[src/rtl/msgpack_pkg.sv]
package msgpack_pkg;
  localparam int unsigned Q      = 3329;
  localparam int          CW     = 12;
  localparam int unsigned LO_EDGE = Q / 4;          // lower bound, excluded
  localparam int unsigned HI_EDGE = (3 * Q) / 4;    // upper bound, included
  localparam int unsigned HALF_Q  = (Q + 1) / 2;    // image of a set bit

  typedef logic [CW-1:0] coef_t;

  // One-bit compression as an interval test
  function automatic logic compress1(coef_t w);
    return (32'(w) > LO_EDGE) && (32'(w) <= HI_EDGE);
  endfunction

  // One-bit expansion
  function automatic coef_t expand1(logic b);
    return b ? coef_t'(HALF_Q) : '0;
  endfunction
endpackage

[src/rtl/msgpack_seq.sv]
module msgpack_seq #(
  parameter int N  = 256,
  parameter int IW = $clog2(N)
) (
  input  logic          clk,
  input  logic          rst_n,
  input  logic          start_i,
  output logic [IW-1:0] idx_o,
  output logic          phase_o,
  output logic          busy_o,
  output logic          done_o,
  output logic          step_o
);
  localparam logic [IW-1:0] LAST = IW'(N - 1);

  always_ff @(posedge clk or negedge rst_n) begin
    if (!rst_n) begin
      idx_o   <= '0;
      phase_o <= 1'b0;
      busy_o  <= 1'b0;
      done_o  <= 1'b0;
    end else if (start_i) begin
      idx_o   <= '0;
      phase_o <= 1'b0;
      busy_o  <= 1'b1;
      done_o  <= 1'b0;
    end else if (busy_o) begin
      if (!phase_o) begin
        phase_o <= 1'b1;
      end else begin
        phase_o <= 1'b0;
        if (idx_o == LAST) begin
          busy_o <= 1'b0;
          done_o <= 1'b1;
        end else begin
          idx_o <= idx_o + 1'b1;
        end
      end
    end
  end

  // data-return phase: the word for idx_o is on the read port
  assign step_o = busy_o && phase_o;
endmodule

[src/rtl/msgpack_bits.sv]
module msgpack_bits #(
  parameter int N  = 256,
  parameter int IW = $clog2(N)
) (
  input  logic          clk,
  input  logic          rst_n,
  input  logic          clear_i,
  input  logic          load_i,
  input  logic [N-1:0]  load_val_i,
  input  logic          set_i,
  input  logic [IW-1:0] set_idx_i,
  input  logic          set_val_i,
  output logic [N-1:0]  msg_o
);
  always_ff @(posedge clk or negedge rst_n) begin
    if (!rst_n)        msg_o <= '0;
    else if (clear_i)  msg_o <= '0;
    else if (load_i)   msg_o <= load_val_i;
    else if (set_i)    msg_o[set_idx_i] <= set_val_i;
  end
endmodule

[src/rtl/msgpack_top.sv]
module msgpack_top
  import msgpack_pkg::*;
#(
  parameter int N      = 256,
  parameter int SLOT_W = 4,
  parameter int IW     = $clog2(N),
  parameter int AW     = SLOT_W + IW
) (
  input  logic              clk,
  input  logic              rst_n,
  input  logic              start_i,
  input  logic              mode_i,
  input  logic [SLOT_W-1:0] base_slot_i,
  input  logic [N-1:0]      msg_i,
  input  logic [CW-1:0]     rd_data_i,
  output logic [AW-1:0]     mem_addr_o,
  output logic              wr_en_o,
  output logic [CW-1:0]     wr_data_o,
  output logic [N-1:0]      msg_o,
  output logic              busy_o,
  output logic              done_o
);
  logic              mode_q;
  logic [SLOT_W-1:0] base_q;
  logic [IW-1:0]     idx;
  logic              phase;
  logic              busy;
  logic              step_ev;   // a coefficient is handled this cycle
  logic              take_ev;   // compress: bit captured
  logic              put_ev;    // expand: coefficient written
  logic              cbit;

  always_ff @(posedge clk or negedge rst_n) begin
    if (!rst_n) begin
      mode_q <= 1'b0;
      base_q <= '0;
    end else if (start_i) begin
      mode_q <= mode_i;
      base_q <= base_slot_i;
    end
  end

  msgpack_seq #(.N(N), .IW(IW)) seq_i (
    .clk     (clk),
    .rst_n   (rst_n),
    .start_i (start_i),
    .idx_o   (idx),
    .phase_o (phase),
    .busy_o  (busy),
    .done_o  (done_o),
    .step_o  (step_ev)
  );

  assign take_ev = step_ev && !mode_q;
  assign put_ev  = step_ev && mode_q;
  assign cbit    = compress1(rd_data_i);

  msgpack_bits #(.N(N), .IW(IW)) bits_i (
    .clk        (clk),
    .rst_n      (rst_n),
    .clear_i    (start_i && !mode_i),
    .load_i     (start_i && mode_i),
    .load_val_i (msg_i),
    .set_i      (take_ev),
    .set_idx_i  (idx),
    .set_val_i  (cbit),
    .msg_o      (msg_o)
  );

  // slot*N + index, N a power of two
  assign mem_addr_o = {base_q, idx};
  assign wr_en_o    = put_ev;
  assign wr_data_o  = expand1(msg_o[idx]);
  assign busy_o     = busy;
endmodule

[config.mk]
export PLATFORM = sky130hd
export DESIGN_NAME = msgpack_top
export DESIGN_NICKNAME = d
export VERILOG_FILES = /design/src/rtl/msgpack_pkg.sv /design/src/rtl/msgpack_seq.sv /design/src/rtl/msgpack_bits.sv /design/src/rtl/msgpack_top.sv
export SDC_FILE = /design/constraint.sdc
export NUM_CORES = 1
export LEC_CHECK = 0
export BUFFER_PORTS_ARGS = -buffer_cell sky130_fd_sc_hd__buf_2
export CAP_MARGIN = 20
export CORE_AREA = 5 5 214 216
export CTS_CLUSTER_DIAMETER = 30
export DETAILED_ROUTE_END_ITERATION = 10
export DIE_AREA = 0 0 219 221
export GPL_TIMING_DRIVEN = 0
export PLACE_DENSITY_LB_ADDON = 0.25
export SLEW_MARGIN = 20
export SYNTH_ARGS = -nofsm -noshare
export SYNTH_HDL_FRONTEND = slang
export SYNTH_SLANG_ARGS = --single-unit
[constraint.sdc]
create_clock -name clk -period 3.65 [get_ports clk]
set_input_delay 0.365 -clock clk [delete_from_list [all_inputs] [get_ports clk]]
set_output_delay 0.365 -clock clk [all_outputs]
set_load 0.05 [all_outputs]
After elaboration in Yosys (flattened, before gate mapping). Index checks and enable logic that the tools add are counted.

Add/subtract/negate cells: 1. $lt $le $gt $ge: 4. Equality and inequality tests: 2. Mux-type cells: 24. Reductions and logical operators: 15.

Operator list (number): 2-to-1 mux 256 bit (3); bitwise mux 256 bit (1); 2-to-1 mux 8 bit (4); 2-to-1 mux 1 bit (13); greater-than comparator 12 x 10 -> 1 bit (second input constant) (1); less-or-equal comparator 12 bit (second input constant) (1); 2-to-1 mux 11 bit (1); < comparator 8 x 9 -> 1 bit (second input constant) (1); adder 8 x 1 -> 8 bit (second input constant) (1); binary-select mux 1 bit (select 8 bit) (1); demux 1 bit (select 8 bit) (1); == test 8 bit (second input constant) (1); greater-or-equal comparator 8 x 1 -> 1 bit (second input constant) (1); logical AND 1 bit (7); AND reduction 3 bit (2); nonzero test 2 bit (3); nonzero test 3 bit (1); zero test 1 bit (2); inequality test 2 bit (second input constant) (1).

Bits in registers: 272. Output and inout port bits: 283.

Longest topological paths before layout. Gate-level depths: netlist (run 1).

Word-level depth: 8. Depth in mapped cells: 11. Mapped depth without buffers: 7.

Cells and area by module. A second synthesis (run 1) with hierarchy kept.

Cell total of the unflattened synthesis: 1932. Area total of the unflattened synthesis: 20026.7 um2.

By module, submodules not included: msgpack_bits (instances 1, cells an instance 1621, area each 16854.9 um2, sequential area each 6406.1 um2); msgpack_top (instances 1, cells an instance 255, area each 2575.0 um2, sequential area each 125.1 um2); msgpack_seq (instances 1, cells an instance 56, area each 596.8 um2, sequential area each 275.3 um2).

Worst setup path before layout (run 1). No wires, ideal clock.

Path type: register -> output. From: register seq_i.idx_o[0]. To: output port wr_data_o[10]. Data arrival time: 3008 ps. Required time: 3285 ps. Setup slack: 277 ps. Cell stages (with the launch flop): 10. Path buffers: 3. Cell sequence: dfrtp_1 clkbuf_1 buf_2 mux4_2 a22oi_1 a21oi_1 o41ai_1 o21ai_0 o21a_1 buf_4.

Longest elaborated chain between the ends: 3.

RTL lines: start: declaration (RTL line msgpack_seq.sv:8) `output logic [IW-1:0] idx_o,`; start signal: assignment (RTL line msgpack_seq.sv:36) `idx_o <= idx_o + 1'b1;`; binary-select mux 1 bit (select 8 bit) (RTL line msgpack_top.sv:73) `assign wr_data_o = expand1(msg_o[idx]);`; 2-to-1 mux 1 bit (implied by the code) (RTL line msgpack_top.sv:73); 2-to-1 mux 11 bit (RTL line msgpack_pkg.sv:17) `return b ? coef_t'(HALF_Q) : '0;`; end: declaration (RTL line msgpack_top.sv:18) `output logic [CW-1:0] wr_data_o,`.

Every way passes these cells. The select of a mux whose other input is x is not followed.

Worst setup path in the final report (run 1).
From: register seq_i.idx_o[0]. To: output port wr_data_o[7].

The elaborated chain is that of the path after synthesis.

==> results.md, run 1 <==
- TNS Setup: -1.55 ns
- Async S/R FF share, synth: 100%
- Relative slew slack: 9.30%
- Hold WS: -0.00000849 ns
- I/O pins: 559
- Worst setup EP type: output port
- RSZ-0062 raised after global routing: yes
- Crit path max fanout: 8
- Final Max Tran Viols: 0
- Compound-Gate Fraction of Synth Area: 22.3%
- Most used DFF post-synth: dfrtp_1
- Register-to-register setup slack: -0.13 ns
- Vias: 20900
- Worst Hold Depth: 2
- Post-layout util: 57.2%
- Root Buffer: clkbuf_16
- Final worst slack: -0.196 ns
- Detailed Route WL: 107000 µm
- Tot GR Track Use: 41.9%
- # setup viols final: 22
- Post-synthesis xor/xnor area fraction: 0.396%
- Die Y: 221 µm
- Placed insts: 3132
- DP HPWL: 75800 µm
- Drt initial violations: 3246
- Post-Synth Simple-Gate Area: 11.4%
- Clock sinks: 272
- Initial antenna violation count: 3
- Crit share post-route: 105%
- WP data required: 3.28 ns
- Die ar.: 48400 µm²
- First drt pass iteration count: 6
- MaxCap Viol Count: 0
- Worst skew pair latency: 0.61 ns
- Max Clock Freq: 260 MHz
- Layout Nets: 2916
- HP Class: input port to flop
- Startpoint class of the critical path: flop
- H-tree depth: 3
- Failing checks: negative hold slack, negative setup slack
- CTS tree: built
- Number of buffers created by CTS: 84
- Vias in the first global route: 20700
- Post-Synth Adder-Cell Area: 0.283%
- Yosys cell types: 48
- P&R area growth vs syn: 41.4%
- Crit path time final: 3.85 ns
- Hold endpoint: base_q[1]
- Port Buffers: 550
- Register area share after synthesis: 38.5%
- First-pass GRT wire length: 146000 µm
- Worst setup path category: flop to output port
- Clock buffer depth: 3
- GPL Wtd Cong: 0.967
- Layout Cells excl Fill: 3299
- Total gr overflow: 0
- Worst Clk Skew: 0.0237 ns
- RR Endpoint: bits_i.msg_o[106]
- Layout cell share with drive strength beyond 1: 40.1%
- Arrival time worst endpoint: 3.48 ns
- ANT nets after route: 0
- Final Hold Viols: 1
- DIE WIDTH: 219 µm
- Drc violations: 0
- Slew @ Worst Pin: 1.36 ns
- EDFF count, synth: 0
- Multiplexer area fraction after synthesis: 21.5%
- Post-Syn Area per Cell: 8.95 µm²
- Pleak: 0.0114 µW
- Peak supply drop: 373 µV
- Synth Register Bits: 272
- Vias per cell: 6.32
- Main combinational cell family by area after synthesis: compound AO/OA/AOI/OAI gates
- Cells after synthesis: 1975
- DR WL/cell: 32.4 µm
- Ys Warns: 0
- Min-delay src: base_slot_i[1]
- Total core area: 43700 µm²
- Initial core utilization: 40.4%
- Worst r2r path cells: 11
- Std cell rows: 77
- Critical R2R Launch: seq_i.idx_o[0]
- Post-Synthesis Cell Area: 17700 µm²
- Largest net degree at the start of global routing: 94
- Cell Pwr Density: 597 nW/µm²
- Status: finished, violations left
- Reg clk slew, reported paths: 0.04 ns
[logic make-up (layout without fill, tap and decap cells)]
logic type               Yosys count  after routing
other                              1              9
buffers and inverters            233            957
AO/OA/AOI/OAI                    671            671
AND/OR/NAND/NOR                  512            512
multiplexers                     274            274
flip-flops                       272            272
adder cells (fa/ha/maj)            4              4
XOR/XNOR                           8              8
[sequential cells by signal, indices dropped and copies added, names as in the netlist]
register	flops
seq_i.idx_o	8
seq_i.phase_o	1
base_q	4
seq_i.busy_o	1
bits_i.msg_o	256
mode_q	1
seq_i.done_o	1
[what timing repair did]
| item | 4_1_cts | 5_1_grt |
|---|---|---|
| hold buffers | 3 | 0 |
| pin swaps | 8 | 3 |
| setup buffers | 6 | 0 |
| endpoints found under the hold margin | 90 | 0 |
| setup endpoints to repair | 144 | 18 |
| gates cloned | 0 | 0 |
| resized for setup | 92 | 12 |
[worst max path at each step]
stage | from | endpoint | cells after the start
floorplan | seq_i.idx_o[0] | wr_data_o[10] | 9
global placement | rst_n | bits_i.msg_o[75] | 1
detailed placement | seq_i.idx_o[1] | bits_i.msg_o[128] | 11
CTS | seq_i.idx_o[0] | wr_data_o[10] | 11
global route | seq_i.idx_o[0] | wr_data_o[10] | 11
finish | seq_i.idx_o[0] | wr_data_o[7] | 11
[through the flow]
step / setup slack [ns] / cell area [µm²] / total power [µW]
finish: -0.196 / 25000 / 14900
global placement: -3.22 / 21200 / 6590
CTS: -0.138 / 25000 / 14800
global route: -0.203 / 25000 / 15200
detailed placement: -1.15 / 21400 / 6640
floorplan: 0.277 / 17700 / 5500
[area by class of cell]
type / count / area [µm²]
Clock buffer: 109 / 2400
Buffer: 218 / 1160
Multi-Input combinational cell: 1477 / 10100
Antenna cell: 1 / 2.50
Fill cell: 3958 / 18700
Sequential cell: 272 / 6810
Tap cell: 592 / 741
Clock inverter: 47 / 733
Inverter: 14 / 52.6
Timing Repair Buffer: 569 / 3050
[where the power goes]
| part | internal (µW) | switching [µW] |
|---|---|---|
| registers | 3300 | 279 |
| logic | 996 | 2220 |
| clock network | 5850 | 2280 |
| total | 10100 | 4780 |
[layout by cell type (no fill, tap or decap), types with 41 or more instances in the layout]
| cell | netlist | routed |
|---|---|---|
| clkbuf_16 | 0 | 88 |
| buf_2 | 15 | 557 |
| dfrtp_1 | 272 | 271 |
| a22oi_1 | 49 | 41 |
| a21oi_1 | 54 | 47 |
| o21ai_0 | 420 | 419 |
| clkbuf_1 | 167 | 154 |
| mux4_2 | 64 | 64 |
| nand2_1 | 249 | 249 |
| a31oi_1 | 41 | 41 |
| nor2_1 | 228 | 228 |
| mux2_2 | 200 | 200 |
[metal layers]
metal / share of wire, % / track usage, % / vias to the layer above
met5: 0 / 0 / -
met4: 8.2 / 28.4 / 0
met3: 14 / 15.6 / 479
met2: 44 / 62.8 / 1843
met1: 34 / 49.9 / 10100
li1: - / - / 8435
[synthesized netlist by cell type (10+ instances only)]
| master | count | area (µm²) |
|---|---|---|
| o21ai_0 | 420 | 2100 |
| dfrtp_1 | 272 | 6810 |
| nand2_1 | 249 | 935 |
| nor2_1 | 228 | 856 |
| mux2_2 | 200 | 2250 |
| clkbuf_1 | 167 | 627 |
| mux4_2 | 64 | 1440 |
| a21oi_1 | 54 | 270 |
| a22oi_1 | 49 | 368 |
| a31oi_1 | 41 | 257 |
| o2bb2a_1 | 21 | 210 |
| buf_4 | 17 | 128 |
| o21ai_1 | 17 | 85.1 |
| buf_2 | 15 | 75.1 |
| a21o_1 | 14 | 105 |
| inv_1 | 14 | 52.6 |
| a211oi_1 | 13 | 97.6 |
| o31ai_1 | 13 | 97.6 |
| clkbuf_2 | 10 | 50.1 |
[critical path, cell delays in order (launching register included)]
cell and delay [ns]:
dfrtp_2 0.42, buf_8 0.16, buf_12 0.16, buf_16 0.18
mux4_2 0.55, a22oi_1 0.25, a21oi_2 0.10, o41ai_4 0.42
nand3_1 0.15, o21a_4 0.20, buf_6 0.13, buf_8 0.14
No activity file was read; power rests on OpenSTA's default activity.
==> inputs of run 2 (changes only) <==
--- a/config.mk
+++ b/config.mk
@@ -7,10 +7,10 @@
 export LEC_CHECK = 0
 export BUFFER_PORTS_ARGS = -buffer_cell sky130_fd_sc_hd__buf_2
 export CAP_MARGIN = 20
-export CORE_AREA = 5 5 214 216
+export CORE_AREA = 5 5 212 214
 export CTS_CLUSTER_DIAMETER = 30
 export DETAILED_ROUTE_END_ITERATION = 10
-export DIE_AREA = 0 0 219 221
+export DIE_AREA = 0 0 217 219
 export GPL_TIMING_DRIVEN = 0
 export PLACE_DENSITY_LB_ADDON = 0.25
 export SLEW_MARGIN = 20
==> run 2 against run 1 <==
The run ends with negative setup slack left; via count down 0.15%; critical path depth down 1; setup slack worse by 0.019 ns; core utilization up 0.90 points; highest routed layer is now met5; critical endpoint is now wr_data_o[0]; final area down 0.86%.
==> results.md, run 2 (synthesized netlist as in run 1, its figures left out) <==
- Status: finished, violations left
- Failing checks: negative setup slack
- DR WL/cell: 32.6 µm (+0.67%)
- Final Max Tran Viols: 0 (unchanged)
- Placed insts: 3084 (-1.5%)
- Arrival time worst endpoint: 3.50 ns (+0.02 ns)
- Drc violations: 0 (unchanged)
- Clk pwr share: 52.0% (-2.5 points)
- First drt pass iteration count: 7 (+1)
- Number of buffers created by CTS: 79 (-6.0%)
- Relative slew slack: 10.8% (+1.5 points)
- Comb power frac: 22.9% (+1.3 points)
- WP data required: 3.28 ns (about the same)
- Vias per cell: 6.41 (+1.3%)
- First-pass GRT wire length: 147000 µm (+0.60%)
- CTS tree: built
- Switching Power: 4720 µW (-1.2%)
- Layout Nets: 2919 (+0.10%)
- Final worst slack: -0.215 ns (-0.0188 ns)
- Final Hold Viols: 0 (-1)
- Layout cell share with drive strength beyond 1: 40.3% (+0.12 points)
- Die Y: 219 µm (-0.90%)
- P_int: 9530 µW (-6.1%)
- Worst Clk Skew: 0.0225 ns (-0.00115 ns)
- GPL Wtd Cong: 0.975 (+0.91%)
- Hold WS: 0.0184 ns (+0.0184 ns)
- Top flop regs: bits_i.msg_o: 256 flops, seq_i.idx_o: 8 flops, base_q: 4 flops
- Root Buffer: clkbuf_16
- Clock sinks: 272 (unchanged)
- Max Clock Freq: 259 MHz (-0.49%)
- Layout Cells excl Fill: 3252 (-1.4%)
- Drt initial violations: 2856 (-12%)
- Worst r2r path cells: 12 (+1)
- Flip-flop count of the largest register after layout: 256 (unchanged)
- Crit path max fanout: 10 (+2)
- Startpoint class of the critical path: flop
- # setup viols final: 5 (-77%)
- Reg clk slew, reported paths: 0.04 ns (about the same)
- Tot GR Track Use: 42.9% (+1.0 points)
- Worst setup EP type: output port
- MaxCap Viol Count: 0 (unchanged)
- Hold endpoint: bits_i.msg_o[144]
- Top reg by flops: bits_i.msg_o
- Initial core utilization: 41.4% (+0.99 points)
- Initial antenna violation count: 3 (unchanged)
- Largest net degree at the start of global routing: 81 (-14%)
- DP HPWL: 75600 µm (-0.36%)
- Min-delay src: msg_i[144]
- TNS Setup: -0.834 ns (+0.716 ns)
- ANT nets after route: 0 (unchanged)
- Switch share: 33.1% (+1.1 points)
- Total gr overflow: 0 (unchanged)
- I/O pins: 559 (unchanged)
- Seq pwr share: 25.1% (+1.1 points)
- H-tree depth: 3 (unchanged)
- Cell Pwr Density: 575 nW/µm² (-3.7%)
- Register-to-register setup slack: 0 ns (+0.13 ns)
- Post-layout util: 58.1% (+0.90 points)
- Crit path time final: 3.86 ns (+0.0188 ns)
- Die ar.: 47500 µm² (-1.8%)
- RSZ-0062 raised after global routing: yes
- Worst Hold Depth: 3 (+1)
- Vias in the first global route: 20800 (+0.53%)
- Vias: 20800 (-0.15%)
- Total core area: 42700 µm² (-2.4%)
- Peak supply drop: 323 µV (-13%)
- HP Class: input port to flop
- Clock buffer depth: 3 (unchanged)
- Most common cell after layout, fill and taps aside: buf_2
- Critical R2R Launch: seq_i.idx_o[0]
- Slew @ Worst Pin: 1.34 ns (-0.0232 ns)
- Port Buffers: 550 (unchanged)
- Worst setup path category: flop to output port
- RR Endpoint: bits_i.msg_o[42]
- P&R area growth vs syn: 40.2%
- Pleak: 0.0113 µW (-0.73%)
- Detailed Route WL: 106000 µm (-0.77%)
- Worst skew pair latency: 0.61 ns (about the same)
- Most frequent cells in the layout: 557 x buf_2, 419 x o21ai_0, 271 x dfrtp_1
- Std cell rows: 76 (-1.3%)
- Crit share post-route: 106% (+0.52 points)
- DIE WIDTH: 217 µm (-0.91%)
run 2: cell type report:
cell class,count,area (µm²)
clock inverter,41,614
clock buffer,104,2200
multi-input combinational,1477,10100
timing repair buffer,577,3160
sequential,272,6810
inverter,14,52.6
antenna,3,7.51
fill,3930,17900
buffer,218,1180
tap,546,683
run 2: worst max-delay path by stage:
stage                     cells after the start  slack (ns)            from                to
after CTS                                    12       -0.17  seq_i.idx_o[0]      wr_data_o[7]
after detailed placement                     11       -1.13  seq_i.idx_o[1]  bits_i.msg_o[32]
final                                        10       -0.21  seq_i.idx_o[2]      wr_data_o[0]
after global placement                        1       -3.21           rst_n  bits_i.msg_o[74]
after global routing                         13       -0.24  seq_i.idx_o[0]     wr_data_o[10]
after floorplan                               9        0.28  seq_i.idx_o[0]     wr_data_o[10]
run 2: what timing repair did:
item,in CTS,in global routing
gates cloned,1,0
resized for setup,89,32
hold endpoints to repair,66,0
buffers inserted,13,3
hold buffers,5,0
endpoints found under the setup margin,149,24
pin swaps,12,14
run 2: routing by layer:
layer  up-vias  track usage [%]  routed length, µm
li1       8447                -                  -
met1     10000             51.4              36700
met2      1847             65.2              46000
met3       503             14.3              14100
met4         2             30.3               9190
met5         -                0                 19
run 2: critical path, cell delays in order, from the launching register on:
cell      delay (ns)
dfrtp_1         0.33
buf_2           0.19
nor2b_1         0.23
buf_4           0.34
clkbuf_4        0.39
a22oi_1         0.14
a21oi_1         0.45
o41ai_4         0.18
nand3_1         0.14
o21a_4          0.20
buf_2           0.28
run 2: power groups by stage:
stage	Combinational [µW]	Sequential [µW]	Clock, µW
6_report	3260	3580	7410
5_1_grt	3370	3590	7570
4_1_cts	3190	3560	7390
3_5_place_dp	3040	3590	0
3_3_place_gp	3000	3580	0
2_1_floorplan	1030	4470	0
run 2: metrics by stage:
step           total power [µW]  setup slack [ns]  cell area [µm²]
2_1_floorplan              5500             0.277            17700
3_3_place_gp               6580             -3.21            21100
3_5_place_dp               6630             -1.13            21300
4_1_cts                   14100            -0.173            24700
5_1_grt                   14500            -0.243            24800
6_report                  14300            -0.215            24800
==> inputs of run 3 (changes only) <==
==> constraint.sdc (replaced) <==
create_clock -name clk -period 3.6 [get_ports clk]
set_input_delay 0.36 -clock clk [delete_from_list [all_inputs] [get_ports clk]]
set_output_delay 0.36 -clock clk [all_outputs]
set_load 0.05 [all_outputs]
==> run 3 against run 2 <==
The run still ends with negative setup slack left; highest routed layer unchanged; critical path depth stayed put; final area increased by 0.12%; die area unchanged; global-route usage about the same; register-to-register slack about the same; sequential share of layout area about the same; clock power increased by 1%; largest power group unchanged; total power rose by 1.3%.
==> results.md, run 3 (synthesized netlist as in run 1, its figures left out) <==
- Vias in the first global route: 20800 (-0.063%)
- ANT nets after route: 0 (unchanged)
- Die Y: 219 µm (unchanged)
- Startpoint class of the critical path: flop
- Status: finished, violations left
- Worst skew pair latency: 0.61 ns (about the same)
- Total gr overflow: 0 (unchanged)
- Met3 Wirelength: 14200 µm (+0.28%)
- Final Max Tran Viols: 0 (unchanged)
- Met2 wire len: 45600 µm (-0.86%)
- Most common cell after layout, fill and taps aside: buf_2
- WP data required: 3.24 ns (-0.04 ns)
- Pleak: 0.0113 µW (about the same)
- First-pass GRT wire length: 147000 µm (-0.16%)
- Number of buffers created by CTS: 79 (unchanged)
- Max Clock Freq: 260 MHz
- HP Class: input port to flop
- Crit path time final: 3.85 ns
- Final worst slack: -0.247 ns (-0.0319 ns)
- Worst setup path category: flop to output port
- Fin area: 24800 µm² (+0.12%)
- Placed cell area: 21300 µm² (unchanged)
- Detailed Route WL: 106000 µm (-0.16%)
- Flip-flop count of the largest register after layout: 256 (unchanged)
- Arrival time worst endpoint: 3.49 ns (about the same)
- Relative slew slack: 11.8% (+0.93 points)
- Vias: 20700 (-0.55%)
- Largest net degree at the start of global routing: 81 (unchanged)
- Fillers: 3925 (-0.13%)
- MaxCap Viol Count: 0 (unchanged)
- Drt initial violations: 2971 (+4.0%)
- Reg clk slew, reported paths: 0.04 ns (about the same)
- P&R area growth vs syn: 40.4%
- Worst Clk Skew: 0.0254 ns (+0.00284 ns)
- Total core area: 42700 µm² (unchanged)
- Total power: 14400 µW (+1.3%)
- Layout Nets: 2919 (unchanged)
- GPL Wtd Cong: 0.975 (unchanged)
- Std cell rows: 76 (unchanged)
- Initial core utilization: 41.4% (unchanged)
- Place WS: -1.18 ns (-0.0500 ns)
- Top reg by flops: bits_i.msg_o
- DP HPWL: 75600 µm (unchanged)
- Layout cell share with drive strength beyond 1: 40.3% (+0.074 points)
- Top flop regs: bits_i.msg_o: 256 flops, seq_i.idx_o: 8 flops, base_q: 4 flops
- H-tree depth: 3 (unchanged)
- Peak supply drop: 326 µV (+0.86%)
- TNS Setup: -0.969 ns (-0.135 ns)
- DIE WIDTH: 217 µm (unchanged)
- Failing checks: negative setup slack
- Port Buffers: 550 (unchanged)
- Initial antenna violation count: 4 (+1)
- Clock buffer depth: 3 (unchanged)
- Metal-1 WL: 36800 µm (about the same)
- Clock sinks: 272 (unchanged)
- Final Hold Viols: 0 (unchanged)
- Slew @ Worst Pin: 1.32 ns (-0.0139 ns)
- First drt pass iteration count: 7 (unchanged)
- Die ar.: 47500 µm² (unchanged)
- # setup viols final: 5 (unchanged)
- Crit path max fanout: 10 (unchanged)
- Tot GR Track Use: 42.9% (about the same)
- Uppermost routed layer: met5
- Vias per cell: 6.37 (-0.55%)
- Crit share post-route: 107%
- Root Buffer: clkbuf_16
- Post-layout util: 58.2% (+0.067 points)
- DR WL/cell: 32.6 µm (-0.16%)
- Most frequent cells in the layout: 558 x buf_2, 419 x o21ai_0, 271 x dfrtp_1
- Drc violations: 0 (unchanged)
- Worst setup EP type: output port
- CTS tree: built
- RSZ-0062 raised after global routing: yes
- Cell Pwr Density: 581 nW/µm² (+1.2%)
- I/O pins: 559 (unchanged)
run 3: layout make-up:
type	count	area (µm²)	area share, %
tap	546	683	2.75
timing repair buffer	578	3170	12.8
multi-input combinational	1477	10100	40.7
sequential	272	6810	27.4
inverter	14	52.6	0.212
clock inverter	41	614	2.47
buffer	217	1180	4.77
antenna	3	7.51	0.0302
clock buffer	104	2200	8.86
run 3: per-stage QoR:
step                instances  hold WS, ns
floorplan                1982       0.0644
global placement         3078        0.478
detailed placement       3084        0.335
CTS                      3247      0.00268
global route             3251       0.0315
finish                   3252       0.0181
run 3: path summary, 6_finish.rpt:
kind,start,end,slack (ns),cells past startpoint
worst max-delay path,seq_i.idx_o[2],wr_data_o[0],-0.25,10
max in group asynchronous,rst_n,bits_i.msg_o[50],2.18,4
worst min-delay path,msg_i[144],bits_i.msg_o[144],0.02,3
min in group asynchronous,rst_n,base_q[2],0.29,2
worst min register to register,base_q[1],base_q[1],0.50,1
worst max register to register,seq_i.idx_o[0],bits_i.msg_o[86],-0.01,13
run 3: power breakdown:
part           total, µW  internal [µW]  switching, µW
Sequential          3630           3350            280
Clock               7500           5270           2230
Combinational       3310           1040           2260
Total              14400           9660           4770
run 3: timing repair:
| action | CTS | global route |
|---|---|---|
| setup endpoints to repair | 152 | 24 |
| cloned | 1 | 0 |
| resized for setup | 91 | 34 |
| pin swaps | 12 | 14 |
| hold buffers | 5 | 0 |
| hold endpoints to repair | 66 | 0 |
| buffers inserted | 13 | 3 |
run 3: worst max-delay path, cell delays in order (launching register included):
cell      delay [ns]
dfrtp_1         0.33
buf_2           0.19
nor2b_1         0.23
buf_4           0.34
clkbuf_4        0.38
a22oi_1         0.14
a21oi_1         0.46
o41ai_4         0.18
nand3_1         0.14
o21a_4          0.20
buf_2           0.28
run 3: per-layer routing:
metal  up-vias  track usage (%)
met5         -                0
met4         2             30.2
met3       512             14.3
met2      1772             65.1
met1      9980             51.4
li1       8451                -
